File: src/rtl/stop_wake_pkg.sv
package stop_wake_pkg;

    typedef enum logic [1:0] {
        ST_RUN    = 2'd0,
        ST_STOP   = 2'd1,
        ST_SETTLE = 2'd2,
        ST_ACCEPT = 2'd3
    } swc_state_e;

    localparam int SWC_CNT_W = 12;

endpackage

File: src/rtl/swc_irq_pick.sv
module swc_irq_pick #(
    parameter int NIRQ = 4,
    localparam int IDW = (NIRQ > 1) ? $clog2(NIRQ) : 1
) (
    input  logic [NIRQ-1:0] req,
    input  logic [NIRQ-1:0] en,
    output logic            any,
    output logic [IDW-1:0]  id
);

    logic [NIRQ-1:0] live;

    assign live = req & en;
    assign any  = |live;

    // lowest index wins among simultaneous requests
    always_comb begin
        id = '0;
        for (int i = NIRQ - 1; i >= 0; i--) begin
            if (live[i]) begin
                id = IDW'(i);
            end
        end
    end

endmodule

File: src/rtl/swc_tick_mux.sv
module swc_tick_mux (
    input  logic       settling,
    input  logic       stopped,
    input  logic [1:0] wake_sel,
    input  logic       norm_sel,
    input  logic [3:0] wake_ticks,
    input  logic       tick_n32,
    input  logic       tick_n512,
    output logic       wake_tick,
    output logic       wdt_tick
);

    logic norm_tick;

    assign wake_tick = wake_ticks[wake_sel];
    assign norm_tick = norm_sel ? tick_n512 : tick_n32;

    always_comb begin
        if (stopped) begin
            wdt_tick = 1'b0;
        end else if (settling) begin
            wdt_tick = wake_tick;
        end else begin
            wdt_tick = norm_tick;
        end
    end

endmodule

File: src/rtl/swc_settle_cnt.sv
module swc_settle_cnt #(
    parameter int W = 12
) (
    input  logic clk,
    input  logic rst_n,
    input  logic load,
    input  logic dec,
    output logic msb_clear
);

    logic [W-1:0] cnt;

    always_ff @(posedge clk or negedge rst_n) begin
        if (!rst_n) begin
            cnt <= '0;
        end else if (load) begin
            cnt <= '1;
        end else if (dec) begin
            cnt <= cnt - 1'b1;
        end
    end

    assign msb_clear = ~cnt[W-1];

endmodule

File: src/rtl/stop_wake_ctrl.sv
module stop_wake_ctrl
    import stop_wake_pkg::*;
#(
    parameter int NIRQ = 4,
    localparam int IDW = (NIRQ > 1) ? $clog2(NIRQ) : 1
) (
    input  logic            clk,
    input  logic            rst_n,
    input  logic            stop_cmd,
    input  logic [NIRQ-1:0] irq_req,
    input  logic [NIRQ-1:0] irq_en,
    input  logic            ext_clk_sel,
    input  logic            sys_clk_sel,
    input  logic            pll_run_en,
    input  logic [1:0]      wake_src_sel,
    input  logic            wdt_freq_sel,
    input  logic            tick_div16,
    input  logic            tick_div32,
    input  logic            tick_div64,
    input  logic            tick_div128,
    input  logic            tick_div512,
    output logic            osc_en,
    output logic            pll_en,
    output logic            periph_clk_en,
    output logic            core_clk_en,
    output logic            bus_clk_en,
    output logic            wdt_tick,
    output logic            irq_accept,
    output logic [IDW-1:0]  irq_accept_id
);

    swc_state_e state_q, state_d;
    logic           wake_any;
    logic [IDW-1:0] wake_id;
    logic [IDW-1:0] id_q;
    logic           fast_path;
    logic           cnt_load;
    logic           wake_tick;
    logic           msb_clear;

    assign fast_path = ext_clk_sel & ~sys_clk_sel;

    swc_irq_pick #(.NIRQ(NIRQ)) u_pick (
        .req (irq_req),
        .en  (irq_en),
        .any (wake_any),
        .id  (wake_id)
    );

    swc_tick_mux u_mux (
        .settling   (state_q == ST_SETTLE),
        .stopped    (state_q == ST_STOP),
        .wake_sel   (wake_src_sel),
        .norm_sel   (wdt_freq_sel),
        .wake_ticks ({tick_div128, tick_div64, tick_div32, tick_div16}),
        .tick_n32   (tick_div32),
        .tick_n512  (tick_div512),
        .wake_tick  (wake_tick),
        .wdt_tick   (wdt_tick)
    );

    assign cnt_load = (state_q == ST_STOP) & wake_any & ~fast_path;

    swc_settle_cnt #(.W(SWC_CNT_W)) u_cnt (
        .clk       (clk),
        .rst_n     (rst_n),
        .load      (cnt_load),
        .dec       ((state_q == ST_SETTLE) & wake_tick),
        .msb_clear (msb_clear)
    );

    // next-state logic
    always_comb begin
        state_d = state_q;
        unique case (state_q)
            ST_RUN:    if (stop_cmd) state_d = ST_STOP;
            ST_STOP:   if (wake_any) state_d = fast_path ? ST_ACCEPT : ST_SETTLE;
            ST_SETTLE: if (msb_clear) state_d = ST_ACCEPT;
            ST_ACCEPT: state_d = ST_RUN;
        endcase
    end

    // state register and captured wake source
    always_ff @(posedge clk or negedge rst_n) begin
        if (!rst_n) begin
            state_q <= ST_RUN;
            id_q    <= '0;
        end else begin
            state_q <= state_d;
            if (state_q == ST_STOP && wake_any) begin
                id_q <= wake_id;
            end
        end
    end

    // outputs decoded from state
    always_comb begin
        osc_en        = 1'b1;
        pll_en        = pll_run_en;
        periph_clk_en = 1'b1;
        core_clk_en   = 1'b1;
        bus_clk_en    = 1'b1;
        irq_accept    = 1'b0;
        irq_accept_id = '0;
        unique case (state_q)
            ST_RUN: ;
            ST_STOP: begin
                osc_en        = 1'b0;
                pll_en        = 1'b0;
                periph_clk_en = 1'b0;
                core_clk_en   = 1'b0;
                bus_clk_en    = 1'b0;
            end
            ST_SETTLE: begin
                core_clk_en = 1'b0;
                bus_clk_en  = 1'b0;
            end
            ST_ACCEPT: begin
                irq_accept    = 1'b1;
                irq_accept_id = id_q;
            end
        endcase
    end

endmodule

File: config.mk
export PLATFORM = sky130hd
export DESIGN_NAME = stop_wake_ctrl
export DESIGN_NICKNAME = d
export VERILOG_FILES = /design/src/rtl/stop_wake_pkg.sv /design/src/rtl/swc_irq_pick.sv /design/src/rtl/swc_tick_mux.sv /design/src/rtl/swc_settle_cnt.sv /design/src/rtl/stop_wake_ctrl.sv
export SDC_FILE = /design/constraint.sdc
export NUM_CORES = 1
export LEC_CHECK = 0
export ABC_CLOCK_PERIOD_IN_PS = 4650
export BUFFER_PORTS_ARGS = -buffer_cell sky130_fd_sc_hd__buf_2
export CAP_MARGIN = 40
export CORE_UTILIZATION = 53
export DETAILED_ROUTE_END_ITERATION = 8
export PLACE_DENSITY = 0.8
export SLEW_MARGIN = 5
export SYNTH_ARGS = -nofsm -noshare
export SYNTH_HDL_FRONTEND = slang
export SYNTH_SLANG_ARGS = --single-unit
File: constraint.sdc
create_clock -name clk -period 4.65 [get_ports clk]
set_clock_uncertainty 0.05 [all_clocks]
set_input_delay 0.2325 -clock clk [delete_from_list [all_inputs] [get_ports clk]]
set_output_delay 0.2325 -clock clk [all_outputs]
set_load 0.005 [all_outputs]
==> results.md <==
- Flop-to-flop setup slack: 2860 ps
- Outcome: finished, final reports clean
- Maximum root-to-sink buffer count: 2
- Critical path data required time: 4370 ps
- Number of synthesized flops with an enable pin: 0
- Final period util: 0.443
- Setup TNS: 0 ps
- Worst-path cell chain: inv_1 > ha_1 > or2_2 > a21oi_1 > buf_2
- Post-route ant nets: 0
- Routed via count: 921
- Gate Count Post-Synth: 106
- Worst path max stage delay: 440 ps
- Largest net degree at the start of global routing: 17
- Commonest non-fill, non-tap cells in the layout: buf_2 (30), dfrtp_1 (16), nand2_1 (12)
- Antenna cells: 0
- Post-Syn Nets: 133
- Crit. End Element: output port
- Max-cap viol count: 0
- Number of gates resized after CTS: 0
- HP Class: primary input to async pin
- Yosys warns: 0
- Residual DRC: 0
- DPL Wire Length: 1820 um
- Mapped cell area: 1000 sq um
- CTS tree: done
- Maximum vdd ir drop: 0.317 mV
- Worst EP arrival: 1780 ps
- Library cells used by synthesis: 37
- Share of layout cells above drive strength 1: 0.292
- Synth-to-Final Area Change: 20.1%
- Multi-input combinational cell area: 552 sq um
- CORE AREA: 1750 sq um
- Via density: 5.69
- Max Clk Rate: 0.485 GHz
- CP Launch Type: flop
- Register area share after synthesis: 0.399
- Starting Density: 0.576
- Drt initial violations: 31
- Power density cells: 461 nW/um^2
- Antenna violations before repair: 0
- Avg WL per Cell: 14.1 um
- Setup WS pre-CTS: 2890 ps
- Tmin final: 2060 ps
- Power share of the sequential group: 0.364
- Height of the chip: 45.5 um
- Setup violations, final: 0
- Synth Area in Compound Gates: 0.117
- Seq cells post-synth: 16
- TritonCTS buffer count: 3
- Syn avg cell area: 9.48 sq um
- Post-route setup slack: 2590 ps
- Pre-antenna DRT Iters: 4
- Commonest non-fill, non-tap cell in the layout: buf_2
- Clock group share of total power: 0.165
- Vias in the first global route: 821
- Filler instances: 140
- Worst Reg2Reg Path Length in Cells: 6
- TritonCTS Sinks: 16
- Final net count: 165
- Die Wd: 45.5 um
- Post-DP Area: 1160 sq um
- I/O pin total: 31
- Final Power: 0.556 mW
- XOR/XNOR Fraction of Synth Area: 0.0610
- # rows: 15
- Rel. slew slack: 0.730
- Clock Latency Late Sink: 300 ps
- FF-to-FF Start: state_q[1]$_DFFE_PN0P_
- Critical-path top delay cell: dfrtp_1
- Post-synth ARST share: 1.00
- Top Family by Delay on Critical Path: flip-flops
- Area of all placed cells without fillers: 1210 sq um
- Worst r2r dst: u_cnt.cnt[9]$_DFFE_PN0P_
- Final Hold Vio Count: 0
- Psw: 0.219 mW
- Sw Ratio: 0.395
- Comb pwr share: 0.471
- Clock-pin slew on the worst setup and hold paths: 90 ps
- Largest family of logic cells by synthesized area: simple AND/OR/NAND/NOR gates
- Port Buffer Count: 30
- Buffers and inverters on the worst path: 2
- GRT overflow: 0
- Post-Synth Adder-Cell Area: 0.0623
- Routability cong.: 0.809
- Mux cell area share after synthesis: 0.0535
- Crit Path Category: flop to output port
- Unrepaired setup endpoints after global routing: no
- First-pass GRT wire length: 3590 um
- Flip-flop and latch area: 400 sq um
- Synth Area in Simple Gates: 0.255
- Pint: 0.336 mW
- Tightest Pin Transition: 402 ps
- Global Route Usage Sum: 0.245
- Leak pwr: 0.513 nW
- CTS H-Tree Depth: 1
- Synth Flop Type: dfrtp_1
- Root buffer cell: clkbuf_4
- Slew Limit Fails: 0
- Crit-path max FO: 10
- Die ar.: 2070 sq um
- Post-Route WL: 2280 um
==> kinds of logic after synthesis <==
logic type / count (synthesis)
fa+ha+maj: 5
flops: 16
buf+inv: 11
compound gates: 16
mux: 4
xor+xnor: 7
simple gates: 47
==> how the worst max path moves through the flow <==
stage                                      to  slack [ps]                    from  cells past startpoint
finish                               wdt_tick        2590  state_q[0]$_DFFE_PN0P_                      5
global route                         wdt_tick        2470  state_q[0]$_DFFE_PN0P_                      5
CTS                                  wdt_tick        2600  state_q[0]$_DFFE_PN0P_                      5
detailed placement  u_cnt.cnt[11]$_DFFE_PN0P_        2890  state_q[0]$_DFFE_PN0P_                      5
global placement    u_cnt.cnt[11]$_DFFE_PN0P_        2940  state_q[0]$_DFFE_PN0P_                      5
floorplan                            wdt_tick        3110  state_q[0]$_DFFE_PN0P_                      5
==> through the flow <==
stage,instances,hold WS [ps],util
finish,162,310,0.691
global placement,157,112,0.665
floorplan,106,-113,-
detailed placement,157,111,0.665
global route,162,351,0.691
CTS,162,308,0.691
==> power groups by stage <==
stage	Combinational [mW]	Sequential, mW	Clock, mW
finish	0.262	0.202	0.0919
global route	0.290	0.207	0.0985
CTS	0.262	0.201	0.0928
detailed placement	0.261	0.204	0
global placement	0.250	0.202	0
floorplan	0.192	0.197	0
==> Yosys cell counts, types with 3 or more instances <==
cell type  number  share of area
dfrtp_1        16           0.40
ha_1            5          0.062
inv_1           7          0.026
a21oi_1         3          0.015
xor2_1          6          0.052
nand2_1        12          0.045
nand3_1         7          0.035
nor2_1          6          0.022
buf_4           3          0.022
nand4_1         4          0.025
==> registers in the layout, indices dropped and copies added, names as in the netlist <==
| name | flops |
|---|---|
| u_cnt.cnt | 12 |
| id_q | 2 |
| state_q | 2 |
==> metal layers <==
metal,part of all wire,routed length (um),track usage
met5,0,0,0
met3,0.072,165,0.0476
met2,0.51,1160,0.417
met4,0.018,40,0.109
met1,0.40,913,0.298
==> cell type report <==
class	count	share of cell area
sequential	16	0.332
multi-input combinational	79	0.457
clock buffer	4	0.0301
tap	25	0.0259
timing repair buffer	31	0.133
inverter	7	0.0218
==> timing repair <==
action / CTS / global route
buffers inserted: 0 / 0
endpoints found under the hold margin: 16 / 0
hold buffers: 1 / 0
Power figures use the tool's default switching activity.
